==> src/rtl/bscan_pkg.sv <==
package bscan_pkg;
  typedef struct packed {
    logic capture;
    logic shift;
    logic update;
    logic extest;
  } scanCtrl_t;
endpackage

==> src/rtl/bscan_ctrl.sv <==
module bscan_ctrl
  import bscan_pkg::*;
(
  input  logic      tck,
  input  logic      trstN,
  input  logic      captureDr,
  input  logic      shiftDr,
  input  logic      updateDr,
  input  logic      extestSel,
  output scanCtrl_t ctrl
);
  // capture beats shift beats update
  always_comb begin
    ctrl.capture = captureDr;
    ctrl.shift   = shiftDr & ~captureDr;
    ctrl.update  = updateDr & ~captureDr & ~shiftDr;
    ctrl.extest  = extestSel;
  end

  AST_ONE_STROBE: assert property (@(posedge tck) disable iff (!trstN)
    $countones({ctrl.capture, ctrl.shift, ctrl.update}) <= 1) else $error("strobe overlap");
  AST_CAPTURE_WINS: assert property (@(posedge tck) disable iff (!trstN)
    captureDr |-> !ctrl.shift && !ctrl.update) else $error("capture lost");
endmodule

==> src/rtl/bscan_datapath.sv <==
module bscan_datapath
  import bscan_pkg::*;
#(
  parameter int NUM_PINS = 4
) (
  input  logic                tck,
  input  logic                trstN,
  input  scanCtrl_t           ctrl,
  input  logic                tdi,
  output logic                tdo,
  input  logic                devOe,
  input  logic [NUM_PINS-1:0] coreOut,
  input  logic [NUM_PINS-1:0] coreOe,
  input  logic [NUM_PINS-1:0] padIn,
  output logic [NUM_PINS-1:0] padOut,
  output logic [NUM_PINS-1:0] padOe
);
  localparam int CELLS = 3 * NUM_PINS;

  logic [CELLS-1:0]    shiftReg;
  logic [CELLS-1:0]    capVec;
  logic [NUM_PINS-1:0] updOut, updOe;
  logic [NUM_PINS-1:0] selOut, selOe;
  logic [NUM_PINS-1:0] inCellView;

  // pad-drive selection: update stage only under external test
  assign selOut = ctrl.extest ? updOut : coreOut;
  assign selOe  = ctrl.extest ? updOe  : coreOe;
  assign padOut = selOut;
  assign padOe  = selOe & {NUM_PINS{devOe}};

  for (genvar p = 0; p < NUM_PINS; p++) begin : g_pin
    assign capVec[3*p]   = padIn[p];
    assign capVec[3*p+1] = selOut[p];
    assign capVec[3*p+2] = selOe[p];
    assign inCellView[p] = shiftReg[3*p];

    always_ff @(posedge tck or negedge trstN) begin
      if (!trstN) begin
        updOut[p] <= 1'b0;
        updOe[p]  <= 1'b0;
      end else if (ctrl.update) begin
        updOut[p] <= shiftReg[3*p+1];
        updOe[p]  <= shiftReg[3*p+2];
      end
    end
  end

  always_ff @(posedge tck or negedge trstN) begin
    if (!trstN)            shiftReg <= '0;
    else if (ctrl.capture) shiftReg <= capVec;
    else if (ctrl.shift)   shiftReg <= {tdi, shiftReg[CELLS-1:1]};
  end

  always_ff @(negedge tck or negedge trstN) begin
    if (!trstN) tdo <= 1'b0;
    else        tdo <= shiftReg[0];
  end

  AST_CAPTURE_PIN: assert property (@(posedge tck) disable iff (!trstN)
    ctrl.capture |=> inCellView == $past(padIn)) else $error("input cell capture");
  AST_SHIFT_STEP: assert property (@(posedge tck) disable iff (!trstN)
    ctrl.shift |=> shiftReg[CELLS-2:0] == $past(shiftReg[CELLS-1:1])) else $error("shift step");
  AST_UPD_HOLD: assert property (@(posedge tck) disable iff (!trstN)
    !ctrl.update |=> $stable(updOut) && $stable(updOe)) else $error("update moved");
  AST_DEV_OFF: assert property (@(posedge tck) disable iff (!trstN)
    !devOe |-> padOe == '0) else $error("pad enabled while device off");
  AST_SAMPLE_PASS: assert property (@(posedge tck) disable iff (!trstN)
    !ctrl.extest |-> padOut == coreOut) else $error("sample forced pins");
endmodule

==> src/rtl/bscan_chain.sv <==
module bscan_chain
  import bscan_pkg::*;
#(
  parameter int NUM_PINS = 4
) (
  input  logic                tck,
  input  logic                trstN,
  input  logic                captureDr,
  input  logic                shiftDr,
  input  logic                updateDr,
  input  logic                extestSel,
  input  logic                tdi,
  output logic                tdo,
  input  logic                devOe,
  input  logic [NUM_PINS-1:0] coreOut,
  input  logic [NUM_PINS-1:0] coreOe,
  input  logic [NUM_PINS-1:0] padIn,
  output logic [NUM_PINS-1:0] padOut,
  output logic [NUM_PINS-1:0] padOe
);
  scanCtrl_t ctrl;

  bscan_ctrl u_ctrl (
    .tck(tck), .trstN(trstN), .captureDr(captureDr), .shiftDr(shiftDr),
    .updateDr(updateDr), .extestSel(extestSel), .ctrl(ctrl)
  );

  bscan_datapath #(.NUM_PINS(NUM_PINS)) u_dp (
    .tck(tck), .trstN(trstN), .ctrl(ctrl), .tdi(tdi), .tdo(tdo),
    .devOe(devOe), .coreOut(coreOut), .coreOe(coreOe), .padIn(padIn),
    .padOut(padOut), .padOe(padOe)
  );
endmodule

==> config.mk <==
export PLATFORM = sky130hd
export DESIGN_NAME = bscan_chain
export DESIGN_NICKNAME = d
export VERILOG_FILES = /design/src/rtl/bscan_pkg.sv /design/src/rtl/bscan_ctrl.sv /design/src/rtl/bscan_datapath.sv /design/src/rtl/bscan_chain.sv
export SDC_FILE = /design/constraint.sdc
export NUM_CORES = 1
export LEC_CHECK = 0
export ABC_AREA = 1
export BUFFER_PORTS_ARGS = -buffer_cell sky130_fd_sc_hd__clkbuf_2
export CAP_MARGIN = 20
export CORE_UTILIZATION = 54
export CTS_BUF_LIST = sky130_fd_sc_hd__clkbuf_2 sky130_fd_sc_hd__clkbuf_4 sky130_fd_sc_hd__clkbuf_8
export DETAILED_ROUTE_END_ITERATION = 8
export HOLD_SLACK_MARGIN = 0.06
export PLACE_DENSITY = 0.81
export SYNTH_ARGS = -nofsm -noshare
export SYNTH_HDL_FRONTEND = slang
export SYNTH_HIERARCHICAL = 1
export SYNTH_SLANG_ARGS = --single-unit
==> constraint.sdc <==
create_clock -name tck -period 0.9 [get_ports tck]
set_input_delay 0.09 -clock tck [delete_from_list [all_inputs] [get_ports tck]]
set_output_delay 0.09 -clock tck [all_outputs]
set_load 0.02 [all_outputs]
# After elaboration in Yosys (flattened, before gate mapping)
# Cells that the tools add are included.
# Widths: inputs -> output; s select.
# op_classes
addsub	0
n_mul	0
div_mod_pow	0
n_lt_le_gt_ge	0
n_eq_ne	0
shift	0
mux	4
n_bitwise	6
n_reduce_logical	1
# ops
cell	count
$mux 12	2
$mux 4	2
$and 4x4->4	1
$and 1x1->1	3
$not 1->1	2
$reduce_bool 2->1	1
# word_totals
ff_bits	21
latchBits	0
ramBits	0
mem_bits_ro	0
in_bits	20
out_inout_bits	9
elab_cells	21
n_memories	0

# Longest topological paths before layout
# logic_depth
word_depth	4
depth_mapped	8
mapped_depth_nobuf	7

# By module
# The synthesis kept the hierarchy.
# modules_own_cells
mod	instances	cells_per_inst	area_per_inst_um2	seq_area_each_um2
bscan_datapath	1	156	1094.8	525.5
bscan_ctrl	1	7	36.3	0.0

==> impl_metrics.ini <==
[min_path]
min_path_type = primary input to flip-flop

[drt]
vias_per_cell = 5.21
vias = 1255
wirelength_um = 3310
ant_nets = 0
first_pass_iters = 5
wl_per_cell_um = 13.7
dr.first_iter.drc_count = 26
route.detailed.drc = 0

[yosys]
synth_fp_nets = 183
synth_flop_cell = dfrtp_1
synth_most_common_cell = nand2_1
synth_edf_count = 0
ys_types = 13
yosysWarnings = 6
syn_area_um2 = 1130
synth-async-reset-ratio_pct = 100
syn_inst = 163
yosysSeqAreaShare_pct = 46.5
avgSynthCellArea_um2 = 6.94
synthTopCellsByCount = 63 x nand2_1, 29 x inv_1, 22 x nand3_1
synth_area_leaders = dfrtp_1 44%, nand2_1 21%, nand3_1 9.7%
ys_ff_latch = 21
synth_top_cell_by_area = dfrtp_1
synth_top_area_share_pct = 44.2

[flow_run]
cap_violations = 0

[grt]
grt_pass1_wl_um = 5000
grt_max_degree = 20
overflow = 0
grt_pass1_vias = 1152
grt_antenna_before_repair = 0
grt.total_usage_pct = 32.3

[clock_tree]
clockBufferDepth = 2
tritoncts = built
cts.sinks = 21
clkSlewWorstSetupHoldPaths_ns = 0.12
clock_latency_ns = 0.30
htree_levels = 1
cts_buffers = 3
root_buffer = clkbuf_4

[floorplanning]
ios = 29
fp.dieH_um = 47.8
dieArea_um2 = 2280
rows = 16
initial_core_util_pct = 57.7
core_um2 = 1960
die_w_um = 47.8

[critical_path]
cp_top_family = flip-flops
cpPeakStageDelay_ns = 0.41
worstPathMaxFanout = 1
crit_path_cell_trace = clkbuf_8
cp-end-kind = primary output
path_buf_inv = 1
cp.arrival_ns = 1.30
critical_path_class = flip-flop to primary output
required_ns = 0.81
start_kind = flip-flop
cpMaxStageDelayCell = dfrtn_1

[final_layout]
synthToLayoutAreaGrowth_pct = 50.0
n_antenna_cell = 0
stdcell_count = 241
stdcell_area_um2 = 1700
drive_gt1_share_pct = 40.7
fin_util_pct = 86.5
layout.nets = 235

[timing]
fin_hold_ws_ns = 0.0938
slew_viol_final = 0
grt_setup_unrepaired = true
relSlewSlack_pct = 80.6
tightest_slew_ns = 0.290
hold_viol_final = 0
fin_ws_ns = -0.491
fin_skew_ns = 0.00323
finalSetupViolations = 12

[placement]
numPortBuffers = 28
place_area_um2 = 1360
dp_hpwl_um = 1830
dp.cells = 222
gp_congestion = 0.856

[run_status]
status = complete, but fails checks
violations = negative setup slack

[pwr]
p_leak_nw = 0.952
ir_worst_vdd_mv = 1.32
power_density_nw_per_um2 = 1520
-- through the flow --
step	worst slack [ns]	power, mW	setup TNS (ns)
global placement	-0.161	1.71	-0.251
detailed placement	-0.160	1.74	-0.377
finish	-0.491	2.58	-2.90
global route	-0.543	2.75	-3.56
floorplan	-0.113	1.53	-0.172
CTS	-0.485	2.46	-3.06
-- layout make-up --
cell class              instances  area [µm²]
clock buffers                   4        30.0
fillers                       105         265
inverters                      30         113
multi-input cells             105         528
flip-flops and latches         21         526
well taps                      27        33.8
repair buffers                 54         467
-- final timing paths --
| check | start | end | slack (ns) | depth (start not counted) |
|---|---|---|---|---|
| worst max register to register | u_dp/shiftReg[0] | u_dp/tdo | -0.10 | 0 |
| max in group asynchronous | trstN | u_dp/tdo | 0.31 | 2 |
| worst max-delay path | u_dp/tdo | tdo | -0.49 | 1 |
| worst min-delay path | coreOe[1] | u_dp/shiftReg[5] | 0.09 | 5 |
| worst min register to register | u_dp/shiftReg[6] | u_dp/shiftReg[6] | 0.54 | 2 |
| min in group asynchronous | trstN | u_dp/updOut[2] | 0.10 | 2 |
-- sequential cells by signal, indices dropped and copies added, names as in the netlist --
signal         flops
u_dp/updOut        4
u_dp/updOe         4
u_dp/tdo           1
u_dp/shiftReg     12
-- layer usage --
layer / wire length, µm / vias up / track usage (%) / part of all wire [%]
met5: 0 / - / 0 / 0
met4: 189 / 0 / 20.6 / 5.7
met3: 300 / 24 / 10.2 / 9.1
met2: 1630 / 89 / 50.8 / 49
met1: 1190 / 554 / 38.2 / 36
li1: - / 588 / - / -
-- power by group --
part           total (mW)  switching (mW)  internal [mW]
combinational       0.912           0.462          0.450
clock               0.487           0.284          0.203
sequential           1.19          0.0953           1.09
total                2.58           0.840           1.74
-- cell usage in the layout, fill, tap and decap left out --
cell type      instances
and2_4                 4
buf_12                 1
buf_4                 14
buf_6                  6
buf_8                  4
clkbuf_2              19
clkbuf_4               4
clkbuf_8               5
dfrtn_1                1
dfrtp_1               20
dlygate4sd3_1          5
inv_1                 23
inv_2                  7
nand2_1               52
nand2_2               10
nand2_4                1
nand3_1               17
nand3_2                5
nor2_1                 2
nor2_2                 6
o21ai_0                7
o21ai_2                1
-- cells by family (layout without fill, tap and decap cells) --
| logic type | Yosys count | after routing | synth area share, % |
|---|---|---|---|
| AOI/OAI and AO/OA | 8 | 8 | 3.54 |
| buffers and inverters | 37 | 88 | 14.0 |
| DFF | 21 | 21 | 46.5 |
| and+or+nand+nor | 97 | 97 | 36.0 |
-- what timing repair did --
item	CTS	global route
setup buffers	12	4
pin swaps	9	8
hold endpoints to repair	25	0
gates cloned	0	0
endpoints found under the setup margin	10	15
gates resized for setup	26	32
hold buffers	5	0
Note: power is estimated with default switching activity, not from simulation.
